==> config.mk <==
export PLATFORM = sky130hd
export DESIGN_NAME = i2c_stuck_recovery
export DESIGN_NICKNAME = d
export VERILOG_FILES = /design/src/rtl/sbr_pkg.sv /design/src/rtl/sbr_stuck_timer.sv /design/src/rtl/sbr_pulse_gen.sv /design/src/rtl/sbr_recovery_fsm.sv /design/src/rtl/i2c_stuck_recovery.sv
export SDC_FILE = /design/constraint.sdc
export NUM_CORES = 1
export LEC_CHECK = 0
export BUFFER_PORTS_ARGS = -buffer_cell sky130_fd_sc_hd__buf_2
export CAP_MARGIN = 20
export CORE_AREA = 3 3 91 93
export CTS_BUF_LIST = sky130_fd_sc_hd__clkbuf_8
export DETAILED_ROUTE_END_ITERATION = 7
export DIE_AREA = 0 0 94 96
export HOLD_SLACK_MARGIN = 0.05
export PLACE_DENSITY = 0.54
export SYNTH_ARGS = -nofsm -noshare
export SYNTH_HDL_FRONTEND = slang
export SYNTH_HIERARCHICAL = 1
export SYNTH_SLANG_ARGS = --single-unit
==> constraint.sdc <==
create_clock -name clk -period 2.8 [get_ports clk]
set_clock_uncertainty 0.15 [all_clocks]
set_input_delay 0.56 -clock clk [delete_from_list [all_inputs] [get_ports clk]]
set_output_delay 0.56 -clock clk [all_outputs]
set_load 0.02 [all_outputs]
==> src/rtl/sbr_pkg.sv <==
package sbr_pkg;

  // Recovery sequencer states
  typedef enum logic [2:0] {
    ST_WATCH   = 3'd0,  // connected, stuck timer running
    ST_RELEASE = 3'd1,  // all lines released before clocking
    ST_CLOCK   = 3'd2,  // forced SCL pulse train
    ST_PARK    = 3'd3,  // train done, bus still stuck
    ST_HOLD    = 3'd4   // disconnect-only recovery
  } rec_state_t;

endpackage

==> src/rtl/sbr_stuck_timer.sv <==
module sbr_stuck_timer #(
  parameter int STUCK_CYC = 300000
) (
  input  logic clk,
  input  logic rst_n,
  input  logic arm,        // count only while watching
  input  logic both_high,  // board SCL and SDA both high
  output logic stuck,
  output logic fault
);

  localparam int CW = $clog2(STUCK_CYC + 1);
  localparam logic [CW-1:0] LIMIT = CW'(STUCK_CYC);

  logic [CW-1:0] cnt_q, cnt_d;
  logic          fault_q, fault_d;

  always_comb begin
    if (!arm || both_high)  cnt_d = '0;
    else if (cnt_q != LIMIT) cnt_d = cnt_q + 1'b1;
    else                     cnt_d = cnt_q;
  end

  always_comb begin
    if (both_high)           fault_d = 1'b0;
    else if (cnt_d == LIMIT) fault_d = 1'b1;
    else                     fault_d = fault_q;
  end

  always_ff @(posedge clk) begin
    if (!rst_n) begin
      cnt_q   <= '0;
      fault_q <= 1'b0;
    end else begin
      cnt_q   <= cnt_d;
      fault_q <= fault_d;
    end
  end

  assign stuck = (cnt_q == LIMIT);
  assign fault = fault_q;

  AST_FAULT_DROPS: assert property (@(posedge clk) disable iff (!rst_n)
    both_high |=> !fault);
  AST_TIMER_RESTART: assert property (@(posedge clk) disable iff (!rst_n)
    both_high |=> !stuck);
  AST_STUCK_FLAGS: assert property (@(posedge clk) disable iff (!rst_n)
    stuck |-> fault || $past(both_high));

endmodule

==> src/rtl/sbr_pulse_gen.sv <==
module sbr_pulse_gen #(
  parameter int HALF_CYC   = 625,
  parameter int NUM_PULSES = 16
) (
  input  logic clk,
  input  logic rst_n,
  input  logic run,
  output logic pull,
  output logic last
);

  localparam int HW = (HALF_CYC > 1) ? $clog2(HALF_CYC) : 1;
  localparam int PW = (NUM_PULSES > 1) ? $clog2(NUM_PULSES) : 1;
  localparam logic [HW-1:0] PH_LAST  = HW'(HALF_CYC - 1);
  localparam logic [PW-1:0] IDX_LAST = PW'(NUM_PULSES - 1);

  logic [HW-1:0] ph_q;
  logic          hi_q;   // 0: low half, 1: released half
  logic [PW-1:0] idx_q;

  always_ff @(posedge clk) begin
    if (!rst_n || !run) begin
      ph_q  <= '0;
      hi_q  <= 1'b0;
      idx_q <= '0;
    end else if (ph_q == PH_LAST) begin
      ph_q <= '0;
      hi_q <= ~hi_q;
      if (hi_q) idx_q <= idx_q + 1'b1;
    end else begin
      ph_q <= ph_q + 1'b1;
    end
  end

  assign pull = run && !hi_q;
  assign last = run && hi_q && (ph_q == PH_LAST) && (idx_q == IDX_LAST);

  generate
    if (HALF_CYC > 1) begin : g_half_chk
      AST_PULL_HOLDS: assert property (@(posedge clk) disable iff (!rst_n)
        (run && $rose(pull)) |=> (pull || !run));
    end
  endgenerate

endmodule

==> src/rtl/sbr_recovery_fsm.sv <==
module sbr_recovery_fsm
  import sbr_pkg::*;
#(
  parameter int GAP_CYC = 500
) (
  input  logic       clk,
  input  logic       rst_n,
  input  logic       stuck,
  input  logic       both_high,
  input  logic       clk_en,
  input  logic       disc_en,
  input  logic       pulse_last,
  output rec_state_t state,
  output logic       to_wait
);

  localparam int GW = (GAP_CYC > 1) ? $clog2(GAP_CYC) : 1;
  localparam logic [GW-1:0] GAP_LAST = GW'(GAP_CYC - 1);

  rec_state_t    st_q, st_d;
  logic [GW-1:0] gap_q, gap_d;
  logic          tw_q, tw_d;
  logic          leave_clk;

  always_comb begin
    st_d      = st_q;
    gap_d     = gap_q;
    tw_d      = 1'b0;
    leave_clk = both_high || !clk_en;
    unique case (st_q)
      ST_WATCH: begin
        gap_d = '0;
        if (stuck && !both_high) begin
          if (clk_en)       st_d = ST_RELEASE;  // clock recovery wins
          else if (disc_en) st_d = ST_HOLD;
        end
      end
      ST_RELEASE: begin
        if (leave_clk) begin
          st_d = ST_WATCH;
          tw_d = 1'b1;
        end else if (gap_q == GAP_LAST) begin
          st_d  = ST_CLOCK;
          gap_d = '0;
        end else begin
          gap_d = gap_q + 1'b1;
        end
      end
      ST_CLOCK: begin
        if (leave_clk) begin
          st_d = ST_WATCH;
          tw_d = 1'b1;
        end else if (pulse_last) begin
          st_d = ST_PARK;
        end
      end
      ST_PARK: begin
        if (both_high) begin
          st_d = ST_WATCH;
          tw_d = 1'b1;
        end
      end
      ST_HOLD: begin
        if (both_high || !disc_en) begin
          st_d = ST_WATCH;
          tw_d = 1'b1;
        end
      end
      default: st_d = ST_WATCH;
    endcase
  end

  always_ff @(posedge clk) begin
    if (!rst_n) begin
      st_q  <= ST_WATCH;
      gap_q <= '0;
      tw_q  <= 1'b0;
    end else begin
      st_q  <= st_d;
      gap_q <= gap_d;
      tw_q  <= tw_d;
    end
  end

  assign state   = st_q;
  assign to_wait = tw_q;

  AST_CLK_ABORT: assert property (@(posedge clk) disable iff (!rst_n)
    ((st_q == ST_RELEASE || st_q == ST_CLOCK) && !clk_en) |=> (st_q == ST_WATCH && to_wait));
  AST_DISC_ABORT: assert property (@(posedge clk) disable iff (!rst_n)
    (st_q == ST_HOLD && !disc_en) |=> (st_q == ST_WATCH && to_wait));
  AST_NO_STRAP_STAYS: assert property (@(posedge clk) disable iff (!rst_n)
    (st_q == ST_WATCH && !clk_en && !disc_en) |=> st_q == ST_WATCH);
  AST_CLK_PRIORITY: assert property (@(posedge clk) disable iff (!rst_n)
    (st_q == ST_WATCH && stuck && !both_high && clk_en) |=> st_q == ST_RELEASE);
  AST_WAIT_ONE_CYCLE: assert property (@(posedge clk) disable iff (!rst_n)
    to_wait |=> !to_wait);
  AST_PARK_HOLDS: assert property (@(posedge clk) disable iff (!rst_n)
    (st_q == ST_PARK && !both_high) |=> st_q == ST_PARK);

endmodule

==> src/rtl/i2c_stuck_recovery.sv <==
module i2c_stuck_recovery
  import sbr_pkg::*;
#(
  parameter int STUCK_CYC  = 300000,
  parameter int GAP_CYC    = 500,
  parameter int HALF_CYC   = 625,
  parameter int NUM_PULSES = 16
) (
  input  logic clk,
  input  logic rst_n,
  input  logic brd_scl_i,
  input  logic brd_sda_i,
  input  logic strap_clk_rec_i,
  input  logic strap_disc_i,
  output logic fault_o,
  output logic disconnect_o,
  output logic precharge_o,
  output logic scl_pull_o,
  output logic to_wait_o
);

  logic       both_high;
  logic       stuck;
  logic       pulse_last;
  logic       pulse_pull;
  rec_state_t state;

  assign both_high = brd_scl_i && brd_sda_i;

  sbr_stuck_timer #(.STUCK_CYC(STUCK_CYC)) u_timer (
    .clk       (clk),
    .rst_n     (rst_n),
    .arm       (state == ST_WATCH),
    .both_high (both_high),
    .stuck     (stuck),
    .fault     (fault_o)
  );

  sbr_recovery_fsm #(.GAP_CYC(GAP_CYC)) u_fsm (
    .clk        (clk),
    .rst_n      (rst_n),
    .stuck      (stuck),
    .both_high  (both_high),
    .clk_en     (strap_clk_rec_i),
    .disc_en    (strap_disc_i),
    .pulse_last (pulse_last),
    .state      (state),
    .to_wait    (to_wait_o)
  );

  sbr_pulse_gen #(.HALF_CYC(HALF_CYC), .NUM_PULSES(NUM_PULSES)) u_pulse (
    .clk   (clk),
    .rst_n (rst_n),
    .run   (state == ST_CLOCK),
    .pull  (pulse_pull),
    .last  (pulse_last)
  );

  assign disconnect_o = (state != ST_WATCH);
  assign precharge_o  = (state != ST_WATCH);
  assign scl_pull_o   = pulse_pull;

  AST_PULL_ISOLATED: assert property (@(posedge clk) disable iff (!rst_n)
    scl_pull_o |-> disconnect_o);
  AST_WAIT_RECONNECTS: assert property (@(posedge clk) disable iff (!rst_n)
    to_wait_o |-> !disconnect_o && !precharge_o);

endmodule

==> flow_summary.yaml <==
synth:
  synth.distinct_cells: 62
  yosys_register_bits: 48
  synth-async-reset-ratio_pct: 0
  synth_warnings: 6
  syn_inst: 314
  synth-edff-count: 0
  synth_flop_cell: "dfxtp_1"
  synth_fp_nets: 326
  avgSynthCellArea_um2: 8.40
  yosysSeqAreaShare_pct: 36.4
  syn_area_um2: 2640
worst_setup_path:
  critPathCapture: "u_fsm/state[2]"
  r2r_slack_ns: 0.22
  r2r-end: "u_fsm/state[2]"
  reg2regPathDepth: 10
  cp.required_ns: 2.88
  cp_cell_sequence: "inv_1 > ha_1 > or4bb_4 > nor4_4 > nand2_2 > inv_1 > a22o_1 > nor3_1 > or4_1 > a21boi_1"
  cp_slowest_cell: "or4bb_4"
  cp_max_fo: 8
  cp-start-kind: "flop"
  criticalPathCategory: "reg2reg"
  reg2reg_from: "u_timer/cnt_q[0]"
  slowest_delay_ns: 0.47
  cpMostUsedCell: "inv_1"
  cp-end-kind: "flop"
  crit_arrival_ns: 2.66
  crit_start: "u_timer/cnt_q[0]"
global_route:
  grt_pass1_wl_um: 9120
  first_global_vias: 2050
  grt_usage_pct: 12.2
  grt_max_degree: 18
  antenna_found_initial: 0
  overflow: 0
timing:
  final-max-slew-violation-count: 0
  tns_ns: 0
  max-slew-margin-rel_pct: 63.0
  fin_crit_sh_pct: 92.2
  max_clock_freq_mhz: 387
  hold_viol_final: 0
  worst_pin_slew_ns: 0.551
  grt_setup_unrepaired: "false"
  finalSetupViolCount: 0
  min_period_ns: 2.58
  finalWorstSetupSlack_ns: 0.219
power:
  vdd_drop_max_uv: 200
  leakagePower_uw: 0.000959
  p_per_area_nw_per_um2: 395
  p_total_uw: 1160
detailed_routing:
  viasPerCell: 5.10
  ant_nets: 0
  drtIter0Drc: 138
  drtPass1Iterations: 5
  drcViolationCount: 0
  wl_um: 5430
  num_vias: 2218
  wl_per_cell_um: 12.5
floorplan:
  start_util_pct: 34.7
  rows: 32
  die_h_um: 96
  ios: 11
  fp.dieW_um: 94
  die_area_um2: 9020
  core_area_um2: 7610
layout:
  syn_to_final_growth_pct: 11.5
  regArea_um2: 961
  layout.nets: 344
  antenna_cells: 0
  final_util_pct: 38.7
  multi_input_area_um2: 1580
  final_area_um2: 2940
  n_fill_cell: 794
  drive_gt1_share_pct: 14.7
placed_design:
  dp_slack_ns: 0.226
  gp_congestion: 0.826
  hpwl_um: 4000
  dpl_cell_area_um2: 2840
  io_buffers: 10
run_status:
  status: "finished, final reports clean"
clocking:
  path_clk_slew_ns: 0.09
  clk_latency_ns: 0.29
  tritoncts: "yes"
  cts.sinks: 48
  clockBufferDepth: 2
  cts_buffers: 5
  clock-root-buffer: "clkbuf_8"
  cts_max_level: 2
worst_hold_path:
  hold_path_startpoint: "u_pulse/idx_q[3]"
  worstHoldPathType: "reg2reg"
flow_run:
  max_cap_violations: 0
-- cells in the final DEF, fill, tap and decap left out, types with 10 or more instances in the layout --
cell type  Yosys  final
nand3_1       17     17
nand4_1       12     12
xor2_1        15     15
a21oi_1       15     15
buf_4          2     11
xnor2_1       11     11
inv_1         12     12
dfxtp_1       48     48
nand2_1       28     27
buf_2          3     10
nor2_1        41     41
-- Yosys cell counts, drive strengths merged, types with 8 or more instances --
cell	count	area [um^2]
o21ai	8	40.0
a21oi	15	75.1
xor2	15	131
dfxtp	48	961
nand2	28	105
nand4	12	75.1
nor4	9	77.6
nand3	18	95.1
xnor2	11	96.3
nor2	41	154
inv	12	45.0
-- worst min-delay path by stage --
stage / to / slack (ns) / depth (start not counted)
after CTS: u_pulse/idx_q[3] / 0.33 / 2
after global routing: u_timer/fault / 0.35 / 2
after detailed placement: u_pulse/idx_q[3] / 0.31 / 2
after floorplan: u_pulse/ph_q[0] / 0.29 / 1
final: u_pulse/idx_q[3] / 0.33 / 2
after global placement: u_pulse/ph_q[0] / 0.31 / 1
-- routing by layer --
| layer | track usage [%] | part of all wire (%) | vias to the layer above |
|---|---|---|---|
| li1 | - | - | 1168 |
| met1 | 16.6 | 51 | 1029 |
| met2 | 20.2 | 45 | 19 |
| met3 | 2.66 | 2.9 | 2 |
| met4 | 2.17 | 0.44 | 0 |
| met5 | 0 | 0 | - |
-- cell families after synthesis --
group                    after synthesis  synth area share [%]
buffers and inverters                 22                  3.84
XOR/XNOR                              26                  8.63
multiplexers                           3                  1.14
AND/OR/NAND/NOR                      158                  33.4
adder cells (fa/ha/maj)                6                  2.85
AO/OA/AOI/OAI                         51                  13.7
flip-flops                            48                  36.4
-- final cells by class --
| type | count | share of cell area [%] |
|---|---|---|
| repair buffers | 21 | 4.51 |
| clock inverters | 2 | 0.510 |
| flip-flops and latches | 48 | 32.7 |
| inverters | 12 | 1.53 |
| clock buffers | 6 | 2.81 |
| well taps | 102 | 4.34 |
| multi-input cells | 244 | 53.6 |
-- per-stage QoR --
step	cells	hold slack [ns]
CTS	435	0.329
global route	435	0.350
global placement	427	0.305
floorplan	314	0.291
detailed placement	427	0.314
finish	435	0.331
-- power breakdown --
| group | switching (uW) | internal, uW | leakage (uW) |
|---|---|---|---|
| clock network | 229 | 200 | 0.0000434 |
| logic | 25.3 | 19.4 | 0.000528 |
| registers | 5.00 | 685 | 0.000387 |
-- flip-flops by register name, summed over array words and instances, names as in the netlist --
signal / cells
u_fsm/state: 3
u_pulse/ph_q: 10
u_fsm/to_wait: 1
u_timer/fault: 1
u_pulse/idx_q: 4
u_fsm/gap_q: 9
u_timer/cnt_q: 19
u_pulse/hi_q: 1
-- worst max-delay path, delay by kind of cell, from the launching register on --
kind,cells,cell delay (ns)
AOI/OAI and AO/OA,2,0.26
adders and majority gates,1,0.16
buffers and inverters,2,0.25
DFF,1,0.39
and+or+nand+nor,5,1.32
-- repair_timing --
action | in CTS | in global routing
hold buffers | 0 | 0
setup endpoints to repair | 0 | 1
setup buffers | 0 | 0
resized for setup | 0 | 1
Note: power is estimated with default switching activity, not from simulation.
